<file path="src/rtl/ximm_pkg.sv">
package ximm_pkg;

  localparam int unsigned WORD_W   = 32;
  localparam int unsigned RAW_W    = 12;
  localparam logic [RAW_W-1:0] SENTINEL = 12'h800;

  localparam logic [6:0] OPC_ALUI   = 7'b0010011;
  localparam logic [6:0] OPC_LOAD   = 7'b0000011;
  localparam logic [6:0] OPC_STORE  = 7'b0100011;
  localparam logic [6:0] OPC_BRANCH = 7'b1100011;
  localparam logic [6:0] OPC_JALR   = 7'b1100111;
  localparam logic [6:0] OPC_LUI    = 7'b0110111;
  localparam logic [6:0] OPC_AUIPC  = 7'b0010111;
  localparam logic [6:0] OPC_JAL    = 7'b1101111;

  typedef struct packed {
    logic [6:0]        opcode;
    logic [4:0]        rd;
    logic [4:0]        rs1;
    logic [4:0]        rs2;
    logic [2:0]        funct3;
    logic [WORD_W-1:0] imm;
    logic              sentinel;
  } dec_t;

  typedef enum logic {
    ST_FETCH = 1'b0,
    ST_EXTWORD = 1'b1
  } seq_state_t;

endpackage

</file>
<file path="src/rtl/ximm_imm_extract.sv">
module ximm_imm_extract
  import ximm_pkg::*;
#(
  parameter bit EXT_ENABLE = 1'b1
) (
  input  logic [WORD_W-1:0] word,
  output dec_t              dec
);

  logic [6:0]       opc;
  logic [RAW_W-1:0] raw_i;
  logic [RAW_W-1:0] raw_s;
  logic [RAW_W-1:0] raw_b;
  logic [RAW_W-1:0] raw_sel;
  logic             eligible;
  logic [WORD_W-1:0] imm_std;

  assign opc   = word[6:0];
  assign raw_i = word[31:20];
  assign raw_s = {word[31:25], word[11:7]};
  assign raw_b = {word[31], word[7], word[30:25], word[11:8]};

  always_comb begin
    unique case (opc)
      OPC_ALUI, OPC_LOAD, OPC_JALR:
        imm_std = {{(WORD_W-RAW_W){raw_i[RAW_W-1]}}, raw_i};
      OPC_STORE:
        imm_std = {{(WORD_W-RAW_W){raw_s[RAW_W-1]}}, raw_s};
      OPC_BRANCH:
        imm_std = {{(WORD_W-RAW_W-1){raw_b[RAW_W-1]}}, raw_b, 1'b0};
      OPC_LUI, OPC_AUIPC:
        imm_std = {word[31:12], 12'h000};
      OPC_JAL:
        imm_std = {{11{word[31]}}, word[31], word[19:12], word[20], word[30:21], 1'b0};
      default:
        imm_std = '0;
    endcase
  end

  always_comb begin
    eligible = 1'b1;
    raw_sel  = raw_i;
    unique case (opc)
      OPC_ALUI, OPC_LOAD: raw_sel = raw_i;
      OPC_STORE:          raw_sel = raw_s;
      OPC_BRANCH:         raw_sel = raw_b;
      default:            eligible = 1'b0;
    endcase
  end

  generate
    if (EXT_ENABLE) begin : g_ext
      assign dec.sentinel = eligible && (raw_sel == SENTINEL);
    end else begin : g_noext
      assign dec.sentinel = 1'b0;
    end
  endgenerate

  assign dec.opcode = opc;
  assign dec.rd     = word[11:7];
  assign dec.funct3 = word[14:12];
  assign dec.rs1    = word[19:15];
  assign dec.rs2    = word[24:20];
  assign dec.imm    = imm_std;

endmodule

</file>
<file path="src/rtl/ximm_pc_reg.sv">
module ximm_pc_reg
  import ximm_pkg::*;
#(
  parameter logic [WORD_W-1:0] START_PC = 32'h0000_1000
) (
  input  logic              clk,
  input  logic              rst,
  input  logic              step_one,
  input  logic              step_two,
  output logic [WORD_W-1:0] pc
);

  localparam logic [WORD_W-1:0] START_ALIGNED = {START_PC[WORD_W-1:1], 1'b0};
  localparam logic [WORD_W-1:0] STRIDE        = WORD_W'(4);

  logic [WORD_W-1:0] pc_q;

  always_ff @(posedge clk) begin
    if (rst)
      pc_q <= START_ALIGNED;
    else if (step_two)
      pc_q <= pc_q + (STRIDE << 1);
    else if (step_one)
      pc_q <= pc_q + STRIDE;
  end

  assign pc = pc_q;

  assert_pc_single_step_R7: assert property (@(posedge clk) disable iff (rst)
    step_one |=> pc_q == $past(pc_q) + 32'd4);
  assert_pc_double_step_R7: assert property (@(posedge clk) disable iff (rst)
    step_two |=> pc_q == $past(pc_q) + 32'd8);
  assert_pc_steps_exclusive_R7: assert property (@(posedge clk) disable iff (rst)
    !(step_one && step_two));

endmodule

</file>
<file path="src/rtl/ximm_sequencer.sv">
module ximm_sequencer
  import ximm_pkg::*;
(
  input  logic              clk,
  input  logic              rst,
  input  logic              in_valid,
  output logic              in_ready,
  input  logic [WORD_W-1:0] in_word,
  input  dec_t              dec,
  input  logic [WORD_W-1:0] pc,
  output logic              step_one,
  output logic              step_two,
  output logic              out_valid,
  input  logic              out_ready,
  output logic [WORD_W-1:0] out_pc,
  output dec_t              out_dec,
  output logic [WORD_W-1:0] out_target,
  output logic              out_ext
);

  seq_state_t        state_q;
  dec_t              hold_q;
  logic              valid_q;
  logic              ext_q;
  dec_t              beat_q;
  logic [WORD_W-1:0] pc_out_q;
  logic [WORD_W-1:0] target_q;
  logic              fire;
  logic              load_plain;
  logic              load_pair;
  logic [WORD_W-1:0] sum_plain;
  logic [WORD_W-1:0] sum_pair;

  assign in_ready   = !valid_q || out_ready;
  assign fire       = in_valid && in_ready;
  assign load_plain = fire && (state_q == ST_FETCH) && !dec.sentinel;
  assign load_pair  = fire && (state_q == ST_EXTWORD);
  assign step_one   = load_plain;
  assign step_two   = load_pair;
  assign sum_plain  = pc + dec.imm;
  assign sum_pair   = pc + in_word;

  always_ff @(posedge clk) begin
    if (rst) begin
      state_q  <= ST_FETCH;
      hold_q   <= '0;
      valid_q  <= 1'b0;
      ext_q    <= 1'b0;
      beat_q   <= '0;
      pc_out_q <= '0;
      target_q <= '0;
    end else begin
      if (valid_q && out_ready)
        valid_q <= 1'b0;
      if (fire && state_q == ST_FETCH && dec.sentinel) begin
        hold_q  <= dec;
        state_q <= ST_EXTWORD;
      end
      if (load_plain) begin
        valid_q  <= 1'b1;
        ext_q    <= 1'b0;
        beat_q   <= dec;
        pc_out_q <= pc;
        target_q <= {sum_plain[WORD_W-1:1], 1'b0};
      end
      if (load_pair) begin
        valid_q    <= 1'b1;
        ext_q      <= 1'b1;
        beat_q     <= hold_q;
        beat_q.imm <= in_word;
        pc_out_q   <= pc;
        target_q   <= {sum_pair[WORD_W-1:1], 1'b0};
        state_q    <= ST_FETCH;
      end
    end
  end

  assign out_valid  = valid_q;
  assign out_ext    = ext_q;
  assign out_dec    = beat_q;
  assign out_pc     = pc_out_q;
  assign out_target = target_q;

  assert_stall_holds_R3: assert property (@(posedge clk) disable iff (rst)
    valid_q && !out_ready |=> valid_q && $stable(pc_out_q) && $stable(beat_q)
                              && $stable(ext_q) && $stable(target_q));
  assert_pending_kept_R10: assert property (@(posedge clk) disable iff (rst)
    (state_q == ST_EXTWORD) && !fire |=> (state_q == ST_EXTWORD) && $stable(hold_q));
  assert_ext_class_R5: assert property (@(posedge clk) disable iff (rst)
    valid_q && ext_q |-> (beat_q.opcode == OPC_ALUI || beat_q.opcode == OPC_LOAD ||
                          beat_q.opcode == OPC_STORE || beat_q.opcode == OPC_BRANCH));
  assert_target_even_R8: assert property (@(posedge clk) disable iff (rst)
    valid_q |-> !target_q[0]);
  assert_pair_single_beat_R6: assert property (@(posedge clk) disable iff (rst)
    fire && (state_q == ST_FETCH) && dec.sentinel |=> !$rose(valid_q));

endmodule

</file>
<file path="src/rtl/ximm_decoder.sv">
module ximm_decoder
  import ximm_pkg::*;
#(
  parameter logic [31:0] START_PC   = 32'h0000_1000,
  parameter bit          EXT_ENABLE = 1'b1
) (
  input  logic        clk,
  input  logic        rst,
  input  logic        in_valid,
  output logic        in_ready,
  input  logic [31:0] in_word,
  output logic        out_valid,
  input  logic        out_ready,
  output logic [31:0] out_pc,
  output logic [6:0]  out_opcode,
  output logic [4:0]  out_rd,
  output logic [4:0]  out_rs1,
  output logic [4:0]  out_rs2,
  output logic [2:0]  out_funct3,
  output logic [31:0] out_imm,
  output logic [31:0] out_target,
  output logic        out_ext
);

  dec_t              word_dec;
  dec_t              beat;
  logic [WORD_W-1:0] pc_now;
  logic              step_one;
  logic              step_two;

  ximm_imm_extract #(.EXT_ENABLE(EXT_ENABLE)) u_extract (
    .word (in_word),
    .dec  (word_dec)
  );

  ximm_pc_reg #(.START_PC(START_PC)) u_pc (
    .clk      (clk),
    .rst      (rst),
    .step_one (step_one),
    .step_two (step_two),
    .pc       (pc_now)
  );

  ximm_sequencer u_seq (
    .clk        (clk),
    .rst        (rst),
    .in_valid   (in_valid),
    .in_ready   (in_ready),
    .in_word    (in_word),
    .dec        (word_dec),
    .pc         (pc_now),
    .step_one   (step_one),
    .step_two   (step_two),
    .out_valid  (out_valid),
    .out_ready  (out_ready),
    .out_pc     (out_pc),
    .out_dec    (beat),
    .out_target (out_target),
    .out_ext    (out_ext)
  );

  assign out_opcode = beat.opcode;
  assign out_rd     = beat.rd;
  assign out_rs1    = beat.rs1;
  assign out_rs2    = beat.rs2;
  assign out_funct3 = beat.funct3;
  assign out_imm    = beat.imm;

  assert_aligned_pc_R1: assert property (@(posedge clk) disable iff (rst)
    out_valid |-> !out_pc[0]);

endmodule

</file>
<file path="config.mk">
export PLATFORM = sky130hd
export DESIGN_NAME = ximm_decoder
export DESIGN_NICKNAME = d
export VERILOG_FILES = /design/src/rtl/ximm_pkg.sv /design/src/rtl/ximm_imm_extract.sv /design/src/rtl/ximm_pc_reg.sv /design/src/rtl/ximm_sequencer.sv /design/src/rtl/ximm_decoder.sv
export SDC_FILE = /design/constraint.sdc
export NUM_CORES = 1
export LEC_CHECK = 0
export BUFFER_PORTS_ARGS = -buffer_cell sky130_fd_sc_hd__buf_2
export CORE_ASPECT_RATIO = 1.2
export CORE_MARGIN = 10
export CORE_UTILIZATION = 40
export DETAILED_ROUTE_END_ITERATION = 16
export GPL_ROUTABILITY_DRIVEN = 0
export GPL_TIMING_DRIVEN = 0
export SLEW_MARGIN = 20
export SYNTH_ARGS = -nofsm -noshare
export SYNTH_HDL_FRONTEND = slang
export SYNTH_SLANG_ARGS = --single-unit
</file>
<file path="constraint.sdc">
create_clock -name clk -period 11.35 [get_ports clk]
set_input_delay 2.27 -clock clk [delete_from_list [all_inputs] [get_ports clk]]
set_output_delay 2.27 -clock clk [all_outputs]
set_load 0.05 [all_outputs]
</file>
==> results.ini <==
[clock_network]
cts_buffer_depth = 2
clock-sinks = 175
postCtsHoldBufs = 0
numCtsBuffers = 17
htree_levels = 4
cts_setup_buffers = 0
cts_tree = built
clkTransAtPathRegs_ns = 0.07
clk_latency_ns = 0.44
ctsResizeCount = 0
cts_root_buf = clkbuf_16

[worst_setup_path]
path_delay_family = compound AO/OA/AOI/OAI gates
critical_path.endpoint_type = flop
cpMaxStageDelayCell = o41ai_2
cp.arrival_ns = 6.80
worstPathRequired_ns = 11.67
crit_chain = buf_2 > clkbuf_1 > nand2_1 > o41ai_2 > or2_2 > clkbuf_1 > a21o_1 > ha_1 > clkbuf_1 > and3_1 > nand4_1 > o32ai_1 > nor3_1 > nand2_1 > a2111oi_0 > nor3_1 > nand3b_1
crit_fanout = 10
cpPeakStageDelay_ns = 0.73
cp_common_cell = clkbuf_1
path_buf_inv = 4
critPathKind = in -> reg
startpoint_type = input pin

[synthesis]
synthCells = 1063
yosysTopAreaCellShare_pct = 40.4
synth_edf_count = 0
synth_adder_area_share_pct = 4.70
synthMuxAreaShare_pct = 2.42
yosys.area.top_type = dfxtp_1
synthFlopType = dfxtp_1
synth-async-reset-ratio_pct = 0
netlist_top_cells_area = dfxtp_1 40%, nand2_1 7.8%, a21oi_1 7.6%
yosys_warnings = 0
avgSynthCellArea_um2 = 8.17
ys_types = 67
ys_seq_area_share_pct = 40.4
syn_area_mm2 = 0.00868
synth_top_family_by_area = simple AND/OR/NAND/NOR gates
yosys.area_share.simple_pct = 22.2
synth_compound_area_share_pct = 21.0
synth_xor_xnor_area_share_pct = 4.24
synth-seq-cells = 175

[route]
drt-met1-wl_um = 12800
viasPerCell = 5.45
routed-wl-met2_um = 14100
topRoutingLayerUsed = met4
detail-route-antenna-nets = 0
wl_per_cell_um = 19.3
drt_iter0_drc = 632
drt-total-wl_um = 29500
vias = 8308
first_pass_iters = 6
wl_met3_um = 1720
drc_errors = 0

[timing]
worst_pin_slew_ns = 1.03
period_needed_ns = 6.49
period_share_pct = 57.1
rsz0062_at_grt = no
fin_tns_setup_ns = 0
skew_ns = 0.0101
slew_viol_final = 0
fmax_mhz = 154
hold_viol_final = 0
setup_viol = 0
maxSlewHeadroom_pct = 30.8

[grt]
grt_antenna_before_repair = 0
grt_start_max_net_pins = 17
grt_pass1_vias = 8015
grtUsageTotal_pct = 20.3
grt_pass1_wl_um = 45400
grt-ovfl-total = 0

[finish]
fillers = 2171
drive_gt1_share_pct = 19.0
multiInputGateArea_mm2 = 0.00474
fin_util_pct = 48.2
fin_nets = 1305
regArea_mm2 = 0.00350
diodes = 0
area_growth_pct = 19.6
design_area_mm2 = 0.0104

[pwr]
clkPwrFrac_pct = 42.9
swShare_pct = 28.9
intPower_mw = 0.996
fin_total_pwr_mw = 1.40
vdd_ir_drop_max_uv = 109
pwr-share-seq_pct = 45.3
leakage_nw = 4.53
p_sw_mw = 0.404
p_comb_share_pct = 11.8
pwr_density_cell_mw_per_mm2 = 135

[placement]
post-dp-hpwl_um = 22600
port_buffers = 153
placed_cell_area_mm2 = 0.00980

[outcome]
status = completed

[floorplan]
die_x_um = 154
dieHeight_um = 181
pin_count = 160
dieArea_mm2 = 0.0280
rows = 59
start_util_pct = 40.3
coreArea_mm2 = 0.0216

[flow_run]
drv_cap = 0

[min_path]
hold_class = reg -> reg

-- cell usage in the layout (no fill, tap or decap), drive strengths merged, types with 7 or more instances in the layout --
| cell type | netlist | final |
|---|---|---|
| clkbuf | 44 | 62 |
| buf | 28 | 181 |
| mux2i | 21 | 21 |
| ha | 31 | 31 |
| nand3 | 26 | 26 |
| nand2 | 182 | 182 |
| a211oi | 15 | 15 |
| o211ai | 7 | 7 |
| a21oi | 132 | 132 |
| o21a | 7 | 7 |
| nor2 | 112 | 112 |
| nor3 | 27 | 27 |
| a21o | 31 | 31 |
| dfxtp | 175 | 175 |
| and3 | 8 | 8 |
| o21ai | 30 | 30 |
| or3 | 9 | 9 |
| a22oi | 10 | 10 |
| inv | 15 | 20 |
| a22o | 21 | 21 |
| xor2 | 20 | 20 |
| and2 | 8 | 8 |
| nand4 | 11 | 11 |
| xnor2 | 22 | 22 |
-- Yosys cell counts, types with 21 or more instances --
| cell | n |
|---|---|
| a21o_1 | 31 |
| a21oi_1 | 132 |
| a22o_1 | 21 |
| clkbuf_1 | 44 |
| dfxtp_1 | 175 |
| ha_1 | 31 |
| mux2i_1 | 21 |
| nand2_1 | 180 |
| nand3_1 | 24 |
| nor2_1 | 111 |
| nor3_1 | 24 |
| o21ai_0 | 29 |
| xnor2_1 | 22 |
-- power groups by stage --
stage               logic (mW)  registers, mW  clock network [mW]
floorplan               0.0688          0.688                   0
global placement         0.163          0.648                   0
detailed placement       0.165          0.649                   0
CTS                      0.165          0.634               0.607
global route             0.176          0.636               0.632
finish                   0.165          0.635               0.601
-- path summary, 6_finish.rpt --
path	start	end	slack (ns)	depth (start not counted)
worst min register to register	u_seq.out_target[5]$_SDFFE_PP0P_	u_seq.out_target[5]$_SDFFE_PP0P_	0.45	2
worst min-delay path	u_seq.out_target[5]$_SDFFE_PP0P_	u_seq.out_target[5]$_SDFFE_PP0P_	0.45	2
worst max-delay path	in_word[2]	u_seq.out_target[30]$_SDFFE_PP0P_	4.86	17
worst max register to register	u_seq.out_valid$_SDFFE_PP0P_	u_seq.out_target[30]$_SDFFE_PP0P_	6.76	15
-- layer usage --
layer  global-route usage, %  vias to the layer above
li1                        -                     4080
met1                    25.4                     3907
met2                    33.8                      269
met3                    3.76                       52
met4                    7.60                        0
met5                       0                        -
-- sequential cells by signal, summed over array words and instances (netlist names) --
| signal | count |
|---|---|
| u_pc.pc | 30 |
| u_seq.state_q | 1 |
| u_seq.out_dec | 56 |
| u_seq.out_target | 31 |
| u_seq.out_valid | 1 |
| u_seq.hold_q | 25 |
| u_seq.out_ext | 1 |
| u_seq.out_pc | 30 |
-- cell type report --
| class | count | area share (%) |
|---|---|---|
| Multi-Input combinational cell | 803 | 45.7 |
| Sequential cell | 175 | 33.7 |
| Timing Repair Buffer | 153 | 7.38 |
| Clock buffer | 18 | 4.13 |
| Buffer | 72 | 3.71 |
| Tap cell | 274 | 3.30 |
| Clock inverter | 14 | 1.51 |
| Inverter | 15 | 0.542 |
-- tightest hold or removal path, stage by stage, from the launching register on --
cell and delay (ns):
dfxtp_1 0.31, nand2_1 0.05, a21oi_1 0.05
-- stage by stage --
stage	cells	setup WS, ns	hold slack [ns]
final	1524	4.86	0.448
after global routing	1524	4.36	0.470
after floorplan	1065	5.34	0.441
after global placement	1492	4.60	0.440
after CTS	1524	4.99	0.450
after detailed placement	1492	4.64	0.441
-- cells by family after synthesis --
| group | Yosys count |
|---|---|
| XOR/XNOR | 42 |
| AND/OR/NAND/NOR | 419 |
| multiplexers | 21 |
| AO/OA/AOI/OAI | 286 |
| flip-flops | 175 |
| buffers and inverters | 87 |
| adder cells (fa/ha/maj) | 32 |
| other | 1 |
(Power assumes the default switching activity.)
